### src/rtl/tmrChanPkg.sv
package tmrChanPkg;

  typedef enum logic [1:0] {
    EDGE_OFF  = 2'b00,
    EDGE_RISE = 2'b01,
    EDGE_FALL = 2'b10,
    EDGE_ANY  = 2'b11
  } edgeSel_e;

  typedef enum logic [1:0] {
    ACT_NONE   = 2'b00,
    ACT_TOGGLE = 2'b01,
    ACT_LOW    = 2'b10,
    ACT_HIGH   = 2'b11
  } cmpAct_e;

  typedef enum logic [1:0] {
    WR_UPPER = 2'b00,
    WR_LOWER = 2'b01,
    WR_FLAGS = 2'b10,
    WR_SPARE = 2'b11
  } wrSel_e;

  // strobes from control to datapath, one cycle each
  typedef struct packed {
    logic loadUpper;
    logic loadLower;
    logic capture;
    logic pinHigh;
    logic pinLow;
    logic pinFlip;
  } chanStrobe_t;

endpackage

### src/rtl/tmrChanCtrl.sv
module tmrChanCtrl
  import tmrChanPkg::*;
#(
  parameter int SYNC_STAGES = 2
) (
  input  logic        clk,
  input  logic        rstN,
  input  logic        pinIn,
  input  logic        cmpMode,
  input  logic [1:0]  edgeSel,
  input  logic [1:0]  cmpAct,
  input  logic        wrEn,
  input  logic [1:0]  wrSel,
  input  logic [1:0]  flagKeep,
  input  logic        cntOvf,
  input  logic        cmpEq,
  output chanStrobe_t strobe,
  output logic        evtFlag,
  output logic        ovfFlag
);

  localparam int TOP = SYNC_STAGES - 1;

  logic [SYNC_STAGES-1:0] syncQ;
  logic                   lastLvl;
  logic                   riseSeen;
  logic                   fallSeen;
  logic                   edgeHit;
  logic                   eqPrev;
  logic                   armed;
  logic                   match;
  logic                   wrUpper;
  logic                   wrLower;
  logic                   wrFlags;
  logic                   evtSet;
  edgeSel_e               edgeMode;
  cmpAct_e                actMode;
  wrSel_e                 wrKind;

  assign edgeMode = edgeSel_e'(edgeSel);
  assign actMode  = cmpAct_e'(cmpAct);
  assign wrKind   = wrSel_e'(wrSel);

  // pin synchronizer and previous synchronized level
  always_ff @(posedge clk) begin
    if (!rstN) begin
      syncQ   <= '0;
      lastLvl <= 1'b0;
    end else begin
      syncQ   <= {syncQ[TOP-1:0], pinIn};
      lastLvl <= syncQ[TOP];
    end
  end

  assign riseSeen = syncQ[TOP] & ~lastLvl;
  assign fallSeen = ~syncQ[TOP] & lastLvl;

  always_comb begin
    unique case (edgeMode)
      EDGE_RISE: edgeHit = riseSeen;
      EDGE_FALL: edgeHit = fallSeen;
      EDGE_ANY:  edgeHit = riseSeen | fallSeen;
      default:   edgeHit = 1'b0;
    endcase
  end

  // write decode
  assign wrUpper = wrEn && (wrKind == WR_UPPER);
  assign wrLower = wrEn && (wrKind == WR_LOWER);
  assign wrFlags = wrEn && (wrKind == WR_FLAGS);

  // compare arming and equality edge
  always_ff @(posedge clk) begin
    if (!rstN) begin
      armed  <= 1'b1;
      eqPrev <= 1'b1;
    end else begin
      eqPrev <= cmpEq;
      if (wrLower)      armed <= 1'b1;
      else if (wrUpper) armed <= 1'b0;
    end
  end

  assign match = cmpMode && armed && cmpEq && !eqPrev;

  always_comb begin
    strobe           = '0;
    strobe.loadUpper = wrUpper;
    strobe.loadLower = wrLower;
    strobe.capture   = !cmpMode && edgeHit;
    if (match) begin
      unique case (actMode)
        ACT_TOGGLE: strobe.pinFlip = 1'b1;
        ACT_LOW:    strobe.pinLow  = 1'b1;
        ACT_HIGH:   strobe.pinHigh = 1'b1;
        default:    ;
      endcase
    end
  end

  assign evtSet = match || strobe.capture;

  // flags: hardware set beats software clear
  always_ff @(posedge clk) begin
    if (!rstN) begin
      evtFlag <= 1'b0;
      ovfFlag <= 1'b0;
    end else begin
      if (evtSet)                      evtFlag <= 1'b1;
      else if (wrFlags && !flagKeep[0]) evtFlag <= 1'b0;
      if (cntOvf)                      ovfFlag <= 1'b1;
      else if (wrFlags && !flagKeep[1]) ovfFlag <= 1'b0;
    end
  end

endmodule

### src/rtl/tmrChanData.sv
module tmrChanData
  import tmrChanPkg::*;
#(
  parameter int CNT_W  = 16,
  parameter int HALF_W = CNT_W / 2
) (
  input  logic              clk,
  input  logic              rstN,
  input  logic [CNT_W-1:0]  cntVal,
  input  logic [HALF_W-1:0] wrData,
  input  chanStrobe_t       strobe,
  output logic [CNT_W-1:0]  chValue,
  output logic              cmpEq,
  output logic              pinOut
);

  localparam int LO_W = CNT_W - HALF_W;

  // channel register: deliberately outside reset
  always_ff @(posedge clk) begin
    if (strobe.capture) begin
      chValue <= cntVal;
    end else begin
      if (strobe.loadUpper) chValue[CNT_W-1:LO_W] <= wrData;
      if (strobe.loadLower) chValue[LO_W-1:0]     <= wrData[LO_W-1:0];
    end
  end

  assign cmpEq = (cntVal == chValue);

  always_ff @(posedge clk) begin
    if (!rstN)               pinOut <= 1'b0;
    else if (strobe.pinHigh) pinOut <= 1'b1;
    else if (strobe.pinLow)  pinOut <= 1'b0;
    else if (strobe.pinFlip) pinOut <= ~pinOut;
  end

endmodule

### src/rtl/tmrChannel.sv
module tmrChannel
  import tmrChanPkg::*;
#(
  parameter int CNT_W       = 16,
  parameter int SYNC_STAGES = 2,
  localparam int HALF_W     = CNT_W / 2
) (
  input  logic              clk,
  input  logic              rstN,
  input  logic [CNT_W-1:0]  cntVal,
  input  logic              cntOvf,
  input  logic              pinIn,
  input  logic              cmpMode,
  input  logic [1:0]        edgeSel,
  input  logic [1:0]        cmpAct,
  input  logic              wrEn,
  input  logic [1:0]        wrSel,
  input  logic [HALF_W-1:0] wrData,
  output logic              pinOut,
  output logic [CNT_W-1:0]  chValue,
  output logic              evtFlag,
  output logic              ovfFlag
);

  chanStrobe_t strobe;
  logic        cmpEq;

  tmrChanCtrl #(
    .SYNC_STAGES(SYNC_STAGES)
  ) ctrl_i (
    .clk      (clk),
    .rstN     (rstN),
    .pinIn    (pinIn),
    .cmpMode  (cmpMode),
    .edgeSel  (edgeSel),
    .cmpAct   (cmpAct),
    .wrEn     (wrEn),
    .wrSel    (wrSel),
    .flagKeep (wrData[1:0]),
    .cntOvf   (cntOvf),
    .cmpEq    (cmpEq),
    .strobe   (strobe),
    .evtFlag  (evtFlag),
    .ovfFlag  (ovfFlag)
  );

  tmrChanData #(
    .CNT_W  (CNT_W),
    .HALF_W (HALF_W)
  ) data_i (
    .clk     (clk),
    .rstN    (rstN),
    .cntVal  (cntVal),
    .wrData  (wrData),
    .strobe  (strobe),
    .chValue (chValue),
    .cmpEq   (cmpEq),
    .pinOut  (pinOut)
  );

endmodule

### config.mk
export PLATFORM = sky130hd
export DESIGN_NAME = tmrChannel
export DESIGN_NICKNAME = d
export VERILOG_FILES = /design/src/rtl/tmrChanPkg.sv /design/src/rtl/tmrChanCtrl.sv /design/src/rtl/tmrChanData.sv /design/src/rtl/tmrChannel.sv
export SDC_FILE = /design/constraint.sdc
export NUM_CORES = 1
export LEC_CHECK = 0
export BUFFER_PORTS_ARGS = -buffer_cell sky130_fd_sc_hd__buf_2
export CORE_ASPECT_RATIO = 0.7
export CORE_UTILIZATION = 45
export CTS_CLUSTER_SIZE = 10
export DETAILED_ROUTE_END_ITERATION = 8
export MAX_ROUTING_LAYER = met4
export PLACE_DENSITY_LB_ADDON = 0.3
export SETUP_SLACK_MARGIN = 0.02
export SLEW_MARGIN = 40
export SYNTH_ARGS = -nofsm -noshare
export SYNTH_HDL_FRONTEND = slang
export SYNTH_SLANG_ARGS = --single-unit
### constraint.sdc
create_clock -name clk -period 3.3 [get_ports clk]
set_input_delay 0.165 -clock clk [delete_from_list [all_inputs] [get_ports clk]]
set_output_delay 0.165 -clock clk [all_outputs]
set_load 0.01 [all_outputs]
==> summary.md <==
Number of max-slew violations in the final report: 0. The number of inserted diodes is 0, and the count of state elements after synthesis is 24. At the pin with the least slew margin, the transition time is 726 ps. Cells fill 62.4% of the core in the end. The port buffer count is 54, and the number of setup buffers added after CTS is 0. Critical-path cell with the highest stage delay: sky130_fd_sc_hd__nand2b_1. For the total number of vias, the log shows 972.

Most frequent standard cell in the layout excluding fill and tap cells: sky130_fd_sc_hd__buf_2. In this run the standard cell core region covers 2510 sq um. Global routing finished with a remaining overflow of 0. Maximum cell stage delay along the critical path: 480 ps.

The count of max-cap constraint violations came out at 0. Sequential elements use 52.2% of the synthesized area. Via count normalized by instance count: 5.25. The routed length per placed instance was 14.0 um; the post-route fraction of the period consumed by the critical path was 66.6%. The signal on the critical path passes through inv_1, ha_1, mux2i_1, a21oi_2, nor2_4, nand2b_1.

In the layout the commonest cells are 54 x sky130_fd_sc_hd__buf_2, 16 x sky130_fd_sc_hd__mux2_2, 16 x sky130_fd_sc_hd__xor2_1, 16 x sky130_fd_sc_hd__edfxtp_1, 8 x sky130_fd_sc_hd__dfxtp_1. The first-pass GRT wire length is 3.88 mm, and the worst clock skew is 2.05 ps. In the final layout, the share of cells above drive strength 1 is 49.7%.

Summed over all nets, the half-perimeter wirelength after detailed placement is 2.07 mm. Counting tap cells, the placed design contains a total of 182 instances. The first TritonRoute pass finished after 4 iterations. In this run the remaining antenna-violating nets after routing total 0. Setup repair after global routing left no endpoint under its margin. The logs give 455 MHz for the maximum frequency from static timing analysis and 0.737 for the routability congestion estimate from global placement.

During I/O placement, the number of pins put on the boundary was 55. The largest fanout of any net on the critical path works out to 19. The logs give 24 for the number of distinct library cells after synthesis and 260 ps for the source-to-sink clock delay at the later pin of the worst-skew pair.

Critical path launch point type: a register. The die is 45.7 um tall. The longest clock path from root to sink contains 2 buffers. The tools report the total wire length after detailed routing as 2.60 mm. The time the worst path needs with I/O delays and setup came out at 2200 ps. The run gives 0 as the hold violation count in the final report. The final standard cell count with taps included and fillers excluded is 185, and the layout overhead on the synthesized area is 28.0%.

Hold repair after CTS inserted 0 buffers. In this run, the number of DRC markers left after iteration 0 of detailed routing was 35. Setup violations remaining at the end of the flow were counted as 0.

The number of nets in the synthesized netlist is 134. The run gives 0.665 nW as the static leakage. The run finished with clean final reports.

For the final design area excluding fillers, the log shows 1570 sq um. After detailed routing, the number of remaining DRC violations is 0. The standard cell area after detailed placement is 1530 sq um, and the die width is 64.4 um. For the post-route setup TNS, the log shows 0 ps.

STA puts the critical path data required time at 3210 ps. The number of antenna violations at the first check in global routing is 0. The die covers 2940 sq um. Counting the buffers created by CTS gives 3. The logs give 15 for the standard-cell row count and 2110 ps for the data arrival at the endpoint of the critical path.

The setup path with the least slack is of type reg -> reg. The run gives 96 as the synthesized netlist cell count. The number of gates resized after CTS was 0. The via count of the first global-routing pass is 822, and the maximum level of the CTS H-tree is 1. Combined global-route utilization of all metal layers: 19.3%. Nature of the critical path endpoint: a register. The tools report the largest voltage drop on the vdd net as 0.243 mV.

The final layout contains 191 nets. Power spread over the standard cell area amounts to 385 nW/um^2. The final hold slack is 109 ps, and the clock transition time at the flip-flop clock pins of the worst setup and hold paths is 80 ps. Post-synthesis area per instance: 12.8 sq um. TritonCTS built the clock tree. Summing every instance area after synthesis gives 1230 sq um.

The Yosys step of the flow raised 0 warnings. The tools report the largest net degree at the start of global routing as 20. The headroom to the max-slew limit was 51.5%. In this run the clock root is driven by a sky130_fd_sc_hd__clkbuf_8.

For this configuration, the core starts out at a cell density of 48.8%. In this run the worst hold path is classified as in -> reg. The tree built by TritonCTS fans out to 24 sinks.
[synthesized netlist by cell type]
| cell type | n | area share (%) |
|---|---|---|
| sky130_fd_sc_hd__edfxtp_1 | 16 | 39 |
| sky130_fd_sc_hd__mux2_2 | 16 | 15 |
| sky130_fd_sc_hd__xor2_1 | 16 | 11 |
| sky130_fd_sc_hd__dfxtp_1 | 8 | 13 |
| sky130_fd_sc_hd__nand3b_1 | 4 | 2.4 |
| sky130_fd_sc_hd__nor4_1 | 4 | 2.0 |
| sky130_fd_sc_hd__and2_1 | 3 | 1.5 |
| sky130_fd_sc_hd__inv_1 | 3 | 0.92 |
| sky130_fd_sc_hd__nand2_1 | 3 | 0.92 |
| sky130_fd_sc_hd__nand2b_1 | 3 | 1.5 |
| sky130_fd_sc_hd__nor2_1 | 3 | 0.92 |
| sky130_fd_sc_hd__o21a_1 | 3 | 1.8 |
| sky130_fd_sc_hd__ha_1 | 2 | 2.0 |
| sky130_fd_sc_hd__nand4_1 | 2 | 1.0 |
| sky130_fd_sc_hd__a21oi_2 | 1 | 0.71 |
| sky130_fd_sc_hd__buf_4 | 1 | 0.61 |
| sky130_fd_sc_hd__clkbuf_1 | 1 | 0.31 |
| sky130_fd_sc_hd__mux2i_1 | 1 | 0.82 |
| sky130_fd_sc_hd__nand3_1 | 1 | 0.41 |
| sky130_fd_sc_hd__nor2_4 | 1 | 0.92 |
| sky130_fd_sc_hd__o21bai_1 | 1 | 0.61 |
| sky130_fd_sc_hd__o311ai_1 | 1 | 0.71 |
| sky130_fd_sc_hd__o31a_1 | 1 | 0.71 |
| sky130_fd_sc_hd__o31ai_1 | 1 | 0.61 |
[state kept, by name, summed over array words and instances (netlist names)]
register and count:
data_i.chValue 16, ctrl_i.syncQ 2, ctrl_i.armed 1, ctrl_i.eqPrev 1
ctrl_i.evtFlag 1, ctrl_i.lastLvl 1, ctrl_i.ovfFlag 1, data_i.pinOut 1
[cell families (layout without fill, tap and decap cells)]
| group | count (synthesis) | in the layout | synth area share (%) |
|---|---|---|---|
| xor gates and xnor gates | 16 | 16 | 11.4 |
| and+or+nand+nor | 24 | 24 | 11.7 |
| AOI/OAI and AO/OA | 8 | 8 | 5.20 |
| muxes | 17 | 17 | 15.5 |
| buffers and inverters | 5 | 60 | 1.84 |
| DFF | 24 | 24 | 52.2 |
| adders and majority gates | 2 | 2 | 2.04 |
[worst paths after layout]
check	cells past startpoint	to	slack, ps	from
max	6	data_i.chValue[6]$_DFFE_PP_	1100	ctrl_i.lastLvl$_SDFF_PN0_
min	2	ctrl_i.ovfFlag$_SDFFE_PN0P_	110	cntOvf
max reg2reg	6	data_i.chValue[6]$_DFFE_PP_	1100	ctrl_i.lastLvl$_SDFF_PN0_
min reg2reg	1	ctrl_i.syncQ[1]$_SDFF_PN0_	440	ctrl_i.syncQ[0]$_SDFF_PN0_
[per-layer routing]
metal	part of all wire (%)	global-route usage [%]	wire, um	up-vias
li1	-	-	-	463
met1	44	26.4	1140	460
met2	47	28.6	1210	45
met3	8.3	4.00	216	4
met4	1.0	6.67	27	0
met5	0	-	0	-
[critical path, delay by kind of cell (launching register included)]
family / cells / cell delay (ps)
flip-flops: 1 / 340
AND/OR/NAND/NOR: 2 / 890
adder cells (fa/ha/maj): 1 / 290
buffers and inverters: 1 / 50
multiplexers: 1 / 180
AO/OA/AOI/OAI: 1 / 100
[metrics by stage]
step	setup slack, ps	total power, mW
after CTS	1080	0.611
after detailed placement	1080	0.444
after floorplan	1380	0.397
final	1100	0.603
after global routing	936	0.632
after global placement	1200	0.439
[layout make-up]
type | instances | area, sq um
inverters | 3 | 11.3
flip-flops and latches | 24 | 641
repair buffers | 54 | 270
clock buffers | 3 | 41.3
multi-input cells | 67 | 563
well taps | 34 | 42.5
fillers | 230 | 946
[power by group]
part | switching (mW) | leakage, nW | internal [mW]
Sequential | 0.00739 | 0.214 | 0.337
Combinational | 0.0459 | 0.430 | 0.0465
Clock | 0.0854 | 0.0216 | 0.0815
(Power assumes the default switching activity.)
